===== src/rtl/cc_pkg.sv =====
package cc_pkg;
    typedef enum logic [1:0] {
        CM_UP       = 2'd0,
        CM_DOWN     = 2'd1,
        CM_UPDN     = 2'd2,
        CM_UPDN_ALT = 2'd3
    } cnt_mode_e;

    typedef enum logic [2:0] {
        BM_IMMED      = 3'd0,
        BM_WRAP       = 3'd1,
        BM_MATCH_ZERO = 3'd2,
        BM_MATCH_RST  = 3'd3,
        BM_MATCH_RLD  = 3'd4,
        BM_RSV5       = 3'd5,
        BM_RSV6       = 3'd6,
        BM_RSV7       = 3'd7
    } buf_mode_e;

    typedef enum logic [1:0] {
        EDG_NONE = 2'd0,
        EDG_RISE = 2'd1,
        EDG_FALL = 2'd2,
        EDG_BOTH = 2'd3
    } edge_sel_e;
endpackage


===== src/rtl/cc_trig_detect.sv =====
module cc_trig_detect #(
    parameter int NTRIG = 4,
    localparam int TSW  = (NTRIG > 1) ? $clog2(NTRIG) : 1
) (
    input  logic             clk,
    input  logic             rst_n,
    input  logic [NTRIG-1:0] trig_in,
    input  logic [TSW-1:0]   trig_sel,
    input  logic [1:0]       edge_sel,
    output logic             edge_hit
);
    import cc_pkg::*;

    typedef struct packed {
        logic s1;
        logic s2;
        logic s3;
    } sync_t;

    sync_t sync_d, sync_q;
    logic  line_sel;
    logic  rise_seen;
    logic  fall_seen;

    always_comb begin
        line_sel = 1'b0;
        for (int i = 0; i < NTRIG; i++) begin
            if (TSW'(i) == trig_sel) line_sel = trig_in[i];
        end
        sync_d    = sync_q;
        sync_d.s1 = line_sel;
        sync_d.s2 = sync_q.s1;
        sync_d.s3 = sync_q.s2;
        rise_seen = sync_q.s2 & ~sync_q.s3;
        fall_seen = ~sync_q.s2 & sync_q.s3;
        case (edge_sel_e'(edge_sel))
            EDG_RISE: edge_hit = rise_seen;
            EDG_FALL: edge_hit = fall_seen;
            EDG_BOTH: edge_hit = rise_seen | fall_seen;
            default:  edge_hit = 1'b0;
        endcase
    end

    always_ff @(posedge clk or negedge rst_n) begin
        if (!rst_n) sync_q <= '0;
        else        sync_q <= sync_d;
    end

    AST_EDGE_NONE_QUIET: assert property (@(posedge clk) disable iff (!rst_n)
        (edge_sel == 2'b00) |-> !edge_hit);
    AST_RISE_NEEDS_HIGH: assert property (@(posedge clk) disable iff (!rst_n)
        (edge_sel == 2'b01 && edge_hit) |-> sync_q.s2);
endmodule


===== src/rtl/cc_cmp_buf.sv =====
module cc_cmp_buf #(
    parameter int CW = 16
) (
    input  logic          clk,
    input  logic          rst_n,
    input  logic          capture_en,
    input  logic [1:0]    cnt_mode,
    input  logic [2:0]    buf_mode,
    input  logic [CW-1:0] cnt_val,
    input  logic [CW-1:0] cnt_max,
    input  logic [CW-1:0] ch_val,
    output logic          match_o,
    output logic          reload_o
);
    import cc_pkg::*;

    typedef struct packed {
        logic [CW-1:0] cbuf;
        logic          match;
        logic          reload;
    } cmp_t;

    cmp_t      cmp_d, cmp_q;
    logic      hit;
    logic      at_zero;
    logic      at_max;
    logic      one_way;
    logic      load;
    buf_mode_e bm;
    cnt_mode_e cm;

    always_comb begin
        bm      = buf_mode_e'(buf_mode);
        cm      = cnt_mode_e'(cnt_mode);
        cmp_d   = cmp_q;
        hit     = (cnt_val == cmp_q.cbuf);
        at_zero = (cnt_val == '0);
        at_max  = (cnt_val == cnt_max);
        one_way = (cm == CM_UP) || (cm == CM_DOWN);
        case (bm)
            BM_IMMED: load = 1'b1;
            BM_WRAP: begin
                case (cm)
                    CM_UP:   load = at_zero;
                    CM_DOWN: load = at_max;
                    default: load = at_zero | at_max;
                endcase
            end
            BM_MATCH_ZERO:             load = hit | at_zero;
            BM_MATCH_RST, BM_MATCH_RLD: load = hit;
            default:                   load = 1'b0;
        endcase
        if (capture_en) begin
            cmp_d.match  = 1'b0;
            cmp_d.reload = 1'b0;
        end else begin
            cmp_d.match  = hit;
            cmp_d.reload = hit && one_way &&
                           ((bm == BM_MATCH_RST) || (bm == BM_MATCH_RLD));
            if (load) cmp_d.cbuf = ch_val;
        end
    end

    always_ff @(posedge clk or negedge rst_n) begin
        if (!rst_n) cmp_q <= '0;
        else        cmp_q <= cmp_d;
    end

    assign match_o  = cmp_q.match;
    assign reload_o = cmp_q.reload;

    AST_RELOAD_WITH_MATCH: assert property (@(posedge clk) disable iff (!rst_n)
        reload_o |-> match_o);
    AST_BUF_HOLD_CAPTURE: assert property (@(posedge clk) disable iff (!rst_n)
        capture_en |=> $stable(cmp_q.cbuf));
    AST_RESERVED_HOLD: assert property (@(posedge clk) disable iff (!rst_n)
        (buf_mode >= 3'd5) |=> $stable(cmp_q.cbuf));
    AST_NO_MATCH_CAPTURE: assert property (@(posedge clk) disable iff (!rst_n)
        capture_en |=> !match_o);
endmodule


===== src/rtl/cc_channel.sv =====
module cc_channel #(
    parameter int CW    = 16,
    parameter int NTRIG = 4,
    localparam int TSW  = (NTRIG > 1) ? $clog2(NTRIG) : 1
) (
    input  logic             clk,
    input  logic             rst_n,
    input  logic             capture_en,
    input  logic             sync_cap,
    input  logic [1:0]       cnt_mode,
    input  logic [2:0]       buf_mode,
    input  logic [TSW-1:0]   trig_sel,
    input  logic [1:0]       edge_sel,
    input  logic [NTRIG-1:0] trig_in,
    input  logic [CW-1:0]    cnt_val,
    input  logic [CW-1:0]    cnt_max,
    input  logic             wr_en,
    input  logic [CW-1:0]    wr_data,
    input  logic             flag_clr,
    output logic             match_o,
    output logic             reload_o,
    output logic [CW-1:0]    cap_val_o,
    output logic             cap_flag_o,
    output logic             cap_ovf_o
);
    typedef struct packed {
        logic [CW-1:0] ch;
        logic          flag;
        logic          ovf;
        logic          edge_dly;
    } chan_t;

    chan_t chan_d, chan_q;
    logic  edge_hit;
    logic  cap_now;

    cc_trig_detect #(.NTRIG(NTRIG)) u_trig (
        .clk      (clk),
        .rst_n    (rst_n),
        .trig_in  (trig_in),
        .trig_sel (trig_sel),
        .edge_sel (edge_sel),
        .edge_hit (edge_hit)
    );

    cc_cmp_buf #(.CW(CW)) u_cmp (
        .clk        (clk),
        .rst_n      (rst_n),
        .capture_en (capture_en),
        .cnt_mode   (cnt_mode),
        .buf_mode   (buf_mode),
        .cnt_val    (cnt_val),
        .cnt_max    (cnt_max),
        .ch_val     (chan_q.ch),
        .match_o    (match_o),
        .reload_o   (reload_o)
    );

    always_comb begin
        chan_d          = chan_q;
        chan_d.edge_dly = edge_hit & capture_en & sync_cap;
        cap_now         = capture_en & (sync_cap ? chan_q.edge_dly : edge_hit);
        if (cap_now)    chan_d.ch = cnt_val;
        else if (wr_en) chan_d.ch = wr_data;
        chan_d.flag = cap_now | (chan_q.flag & ~flag_clr);
        chan_d.ovf  = (cap_now & chan_q.flag & ~flag_clr) | (chan_q.ovf & ~flag_clr);
    end

    always_ff @(posedge clk or negedge rst_n) begin
        if (!rst_n) chan_q <= '0;
        else        chan_q <= chan_d;
    end

    assign cap_val_o  = chan_q.ch;
    assign cap_flag_o = chan_q.flag;
    assign cap_ovf_o  = chan_q.ovf;

    AST_OVF_NEEDS_FLAG: assert property (@(posedge clk) disable iff (!rst_n)
        cap_ovf_o |-> cap_flag_o);
    AST_ASYNC_CAPTURE: assert property (@(posedge clk) disable iff (!rst_n)
        (capture_en && !sync_cap && edge_hit) |=> cap_flag_o);
    AST_COMPARE_NO_FLAG: assert property (@(posedge clk) disable iff (!rst_n)
        (!capture_en && !chan_q.edge_dly && !cap_flag_o) |=> !cap_flag_o);
    AST_CLEAR_WORKS: assert property (@(posedge clk) disable iff (!rst_n)
        (flag_clr && !cap_now) |=> (!cap_flag_o && !cap_ovf_o));
endmodule


===== config.mk =====
export PLATFORM = sky130hd
export DESIGN_NAME = cc_channel
export DESIGN_NICKNAME = d
export VERILOG_FILES = /design/src/rtl/cc_pkg.sv /design/src/rtl/cc_trig_detect.sv /design/src/rtl/cc_cmp_buf.sv /design/src/rtl/cc_channel.sv
export SDC_FILE = /design/constraint.sdc
export NUM_CORES = 1
export LEC_CHECK = 0
export ABC_AREA = 0
export BUFFER_PORTS_ARGS = -buffer_cell sky130_fd_sc_hd__buf_2
export CAP_MARGIN = 30
export CORE_UTILIZATION = 54
export CTS_BUF_LIST = sky130_fd_sc_hd__clkbuf_4 sky130_fd_sc_hd__clkbuf_8
export DETAILED_ROUTE_END_ITERATION = 12
export PLACE_DENSITY = 0.95
export SKIP_LAST_GASP = 1
export SYNTH_ARGS = -nofsm -noshare
export SYNTH_HDL_FRONTEND = slang
export SYNTH_SLANG_ARGS = --single-unit

===== constraint.sdc =====
create_clock -name clk -period 5 [get_ports clk]
set_input_delay 0.25 -clock clk [delete_from_list [all_inputs] [get_ports clk]]
set_output_delay 0.25 -clock clk [all_outputs]
set_load 0.1 [all_outputs]

* Word level (Yosys, flattened, before mapping) *
Index checks and enable logic that the tools add are counted.

word-level totals
  flip-flop bits (word level) = 40
  input bits = 67
  output and inout bits = 20
  word-level logic and storage cells = 63

cells by class
  equality and inequality tests = 13
  mux-type cells = 11
  bitwise logic cells = 18
  reductions and logical operators = 11

operators with widths
  kind                                                 number
  equality test 16 bit                                 2
  two-way mux 16 bit                                   2
  logical NOT 16 bit                                   1
  bitwise AND 1 bit                                    9
  equality test 3 x 2 -> 1 bit, second input constant  2
  two-way mux 1 bit                                    5
  OR 1 bit                                             5
  equality test 2 x 1 -> 1 bit, second input constant  2
  equality test 2 bit, first input constant            2
  equality test 2 bit, second input constant           2
  logical NOT 2 bit                                    2
  NOT 1 bit                                            4
  one-hot mux 1 bit (4 select lines)                   1
  equality test 3 x 1 -> 1 bit, second input constant  1
  equality test 3 bit, second input constant           1
  logical NOT 3 bit                                    1
  one-hot mux 1 bit (3 select lines)                   1
  equality test 1 x 2 -> 1 bit, first input constant   1
  logical AND 1 bit                                    2
  logical OR 1 bit                                     2
  two-way mux 2 bit                                    1
  one-hot mux 1 bit (2 select lines)                   1
  AND reduction 2 bit                                  1
  nonzero test 2 bit                                   1
  OR reduction 2 bit                                   1

* Longest topological paths before layout *
  word-level depth = 9
  depth in mapped cells = 8
  depth with buffers taken out = 8

* By module *
Synthesis repeated with hierarchy kept, for this count alone.

unflattened totals
  cell total of the unflattened synthesis = 186
  area total of the unflattened synthesis = 2397.3 µm²

by module, submodules not included
  module          instances  cells an instance  area an instance (µm²)  sequential area each (µm²)
  cc_channel      1          77                 1131.1                  475.5
  cc_cmp_buf      1          96                 1109.8                  450.4
  cc_trig_detect  1          13                 156.4                   75.1

* Worst setup path after synthesis *
Ideal clock, no wire load.

  path type = register to register
  start point = register u_trig.sync_q, in the netlist u_trig.sync_d[0]
  end point = register chan_q, in the netlist cap_flag_o
  library setup time = 143 ps
  data arrival time = 1792 ps
  data required time = 4857 ps
  path slack = 3066 ps
  cell stages (with the launch flop) = 7
  path buffers = 1
  period minus slack after synthesis = 1934 ps
  path through = dfrtp_1 -> ha_1 -> nand2b_1 -> a21boi_0 -> o311ai_1 -> clkbuf_1 -> o21ai_0

RTL lines
  item                    line                  RTL
  from (decl)             cc_trig_detect.sv:20  sync_t sync_d, sync_q;
  from (signal assigned)  cc_trig_detect.sv:46  else sync_q <= sync_d;
  to (signal assigned)    cc_channel.sv:71      else chan_q <= chan_d;
  to (decl)               cc_channel.sv:33      chan_t chan_d, chan_q;

* Final worst setup path *
  start point = register u_cmp.cmp_q[8] (netlist name)
  end point = register u_cmp.cmp_q[17] (netlist name)

between the ends
  word-level cells in the longest chain between the ends = 4

RTL lines
  item                                    line              RTL
  from (decl)                             cc_cmp_buf.sv:23  cmp_t cmp_d, cmp_q;
  from (signal assigned)                  cc_cmp_buf.sv:66  else cmp_q <= cmp_d;
  equality test 16 bit *                  cc_cmp_buf.sv:36  hit = (cnt_val == cmp_q.cbuf);
  OR 1 bit                                cc_cmp_buf.sv:49  BM_MATCH_ZERO: load = hit | at_zero;
  one-hot mux 1 bit (4 select lines) *    cc_cmp_buf.sv:40  case (bm)
  AND reduction 2 bit (no source line) *  --

Mark *: on every way between the ends. The rest lies on a longest branch, timed or not.
A chain may end at the register's enable or synchronous reset.

==> metrics.md <==
| Metric | Value |
|---|---|
| CP Class | `reg -> reg` |
| Worst Tran Pin Value | `0.875 ns` |
| Peak supply drop | `0.000180 V` |
| I/O pin cnt | `87` |
| Post-synth EDFFs | `0` |
| Global-route wire length before repair | `8100 um` |
| CP Launch Type | `register` |
| Area after DPL | `0.00260 mm2` |
| Post-synthesis sequential area ratio | `0.450` |
| Cell count along the critical path | `7` |
| Initial antenna violation count | `0` |
| Fillcell total | `296` |
| CTS root buffer | `clkbuf_8` |
| Vias per inst | `5.41` |
| PostCTS Resize Cnt | `0` |
| Postcts setup bufs | `0` |
| RSZ-0062 raised after global routing | `no` |
| Pins over their slew limit | `0` |
| Diodes inserted | `0` |
| Arrival time worst endpoint | `2.41 ns` |
| Worst reg2reg setup slack | `2.77 ns` |
| Final WL | `4990 um` |
| Area leader, netlist | `dfrtp_1` |
| Number of global-route vias before repair | `1759` |
| Gpl congestion | `0.835` |
| Hold Crit Class | `in -> async` |
| 1st-iter DRT viols | `116` |
| Leakage dissipation | `1.32 nW` |
| Largest cells by area after synthesis | `dfrtp_1 45%, xor2_1 11%, mux2_2 8.1%` |
| Layout area overhead | `20.6%` |
| CP endpoint kind | `register` |
| Post-synth cell types | `29` |
| # clock sinks | `40` |
| Die width | `66.2 um` |
| Final worst path period share | `0.445` |
| Maximum root-to-sink buffer count | `2` |
| DR WL/cell | `15.3 um` |
| Nets | `347` |
| Avg Cell Area, Syn | `10.9 um2` |
| Hold Fails Final Rpt | `0` |
| Delay-heaviest family, CP | `compound AO/OA/AOI/OAI gates` |
| Buffers on Ports | `86` |
| Skew-Pair Late Insertion Delay | `0.30 ns` |
| Crit path cell chain | `xor2_1, nor4_1, nand4_1, a221oi_2, a211oi_2, buf_6, mux2_2` |
| Crit-path max cell delay | `0.62 ns` |
| Detailed Routing Iterations Pass 1 | `4` |
| Final instance area | `0.00268 mm2` |
| Starting Density | `0.586` |
| Post-synthesis cell count | `205` |
| Site Rows | `22` |
| F_max | `449 MHz` |
| CTS Buf Count | `5` |
| Synthesis-stage register bit count | `40` |
| CP required | `5.18 ns` |
| Yosys Warn Count | `0` |
| CORE AREA | `0.00380 mm2` |
| Post-Syn Area | `0.00223 mm2` |
| CTS tree | `built` |
| Post-route ant nets | `0` |
| Clk_skew | `0.00600 ns` |
| Hold_buf cts | `0` |
| Overall Global Routing Usage | `0.256` |
| H-tree depth | `2` |
| Routed via count | `1764` |
| Worst R2R Start | `u_cmp.cmp_q[8]` |
| Setup violators final | `0` |
| Dominant synthesized flop cell | `dfrtp_1` |
| Largest net degree at the start of global routing | `41` |
| DRC | `0` |
| Clk slew on worst S/H paths | `0.07 ns` |
| Worst r2r path cells | `7` |
| GR Overflow Total | `0` |
| Outcome | `completed` |
| P per Cell Area | `371 mW/mm2` |
| Synth async-reset ratio | `1.00` |
| Min Tclk post-route | `2.23 ns` |
| Detail Placement HPWL | `3910 um` |
| CP max stage cell | `a211oi_2` |
| Worst R2R End | `u_cmp.cmp_q[17]` |
| Chip height | `66.2 um` |
| Syn nets | `274` |
| Share of cells above drive strength 1 | `0.414` |
| CP Max Fanout | `9` |
| Reported max-cap violation count | `0` |
| Rel. slew slack | `0.417` |
| Top-area cell type share of the netlist area | `0.450` |
| Die area | `0.00438 mm2` |
| Fin Setup TNS | `0 ns` |
| Worst path bufs/invs | `1` |
-- layout make-up --
class	count	area [um2]	share of cell area
multi-input cells	140	1080	0.403
flip-flops and latches	40	1000	0.373
repair buffers	88	449	0.167
clock buffers	6	76.3	0.0284
well taps	48	60.1	0.0224
inverters	3	11.3	0.00420
clock inverters	1	5.00	0.00186
-- per-layer routing --
metal	wire, um	track usage
met1	2120	0.302
met4	85	0.104
met5	0	0
met2	2500	0.441
met3	289	0.0655
-- report_power, final --
part           internal, W  total (W)  switching, W
logic             0.000113   0.000359      0.000247
clock network     0.000100   0.000205      0.000105
registers         0.000387   0.000433     0.0000456
total             0.000600   0.000997      0.000397
-- cell usage after synthesis (2+ instances only) --
cell      count
mux2_2       16
a21oi_1      16
mux2i_1      16
dfrtp_1      40
o21ai_0       3
nor3_1        2
ha_1          2
nand2_1       2
inv_1         3
xor2_1       28
xnor2_1       4
nor2_1       22
clkbuf_1      5
nand4_1       3
nor4_1       11
nand2b_1      4
buf_4        16
-- worst reg2reg max path: stages (launching register included) --
cell	delay (ns)
dfrtp_1	0.40
xor2_1	0.18
nor4_1	0.08
nand4_1	0.17
a221oi_2	0.09
a211oi_2	0.62
buf_6	0.24
mux2_2	0.34
-- state kept, by name, indices dropped and copies added (netlist names) --
signal          cells
cap_val_o          16
u_cmp.cmp_q        16
u_trig.sync_d       2
cap_flag_o          1
cap_ovf_o           1
chan_q              1
u_cmp.match_o       1
u_cmp.reload_o      1
u_trig.sync_q       1
-- stage by stage --
stage / power (W) / cells / setup WS, ns / hold slack, ns / utilization
after floorplan: 0.000727 / 205 / 3.07 / -0.0456 / -
after global placement: 0.000784 / 318 / 2.61 / 0.335 / 0.682
after detailed placement: 0.000798 / 319 / 2.70 / 0.350 / 0.685
after CTS: 0.00100 / 326 / 2.79 / 0.0909 / 0.707
after global routing: 0.00105 / 326 / 2.62 / 0.110 / 0.707
final: 0.000997 / 326 / 2.77 / 0.0568 / 0.707
-- worst max-delay path by stage --
stage | endpoint | start
after floorplan | cap_flag_o | u_trig.sync_d[0]
after global placement | u_cmp.cmp_q[10] | cnt_val[11]
after detailed placement | u_cmp.cmp_q[17] | cnt_val[5]
after CTS | u_cmp.cmp_q[5] | u_cmp.cmp_q[10]
after global routing | cap_val_o[13] | u_trig.sync_d[0]
final | u_cmp.cmp_q[17] | u_cmp.cmp_q[8]
-- cell families after synthesis --
kind of cell    after synthesis  share of synthesized area
fa+ha+maj                     2                     0.0112
flops                        40                      0.450
xor+xnor                     32                      0.126
buf+inv                      25                     0.0725
compound gates               25                     0.0708
simple gates                 48                      0.107
mux                          33                      0.163
-- cell usage in the layout, fill, tap and decap left out --
cell       Yosys  final
a2111oi_0      1      1
a211oi_2       1      1
a21boi_0       1      1
a21oi_1       16     16
a221oi_2       1      1
buf_2          0     86
buf_4         16      1
buf_6          1      1
clkbuf_4       0      1
clkbuf_8       0      5
clkinv_2       0      1
dfrtp_1       40     40
ha_1           2      2
inv_1          3      3
mux2_2        16     16
mux2i_1       16     16
mux4_2         1      1
nand2_1        2      2
nand2b_1       4      4
nand3_1        1      1
nand3b_1       1      1
nand4_1        3      3
nor2_1        22     22
nor2b_1        1      1
nor3_1         2      2
nor4_1        11     11
o211a_1        1      1
o21ai_0        3      3
o311ai_4       0      1
or3_1          1      1
xnor2_1        4      4
xor2_1        28     28
(Power assumes the default switching activity.)
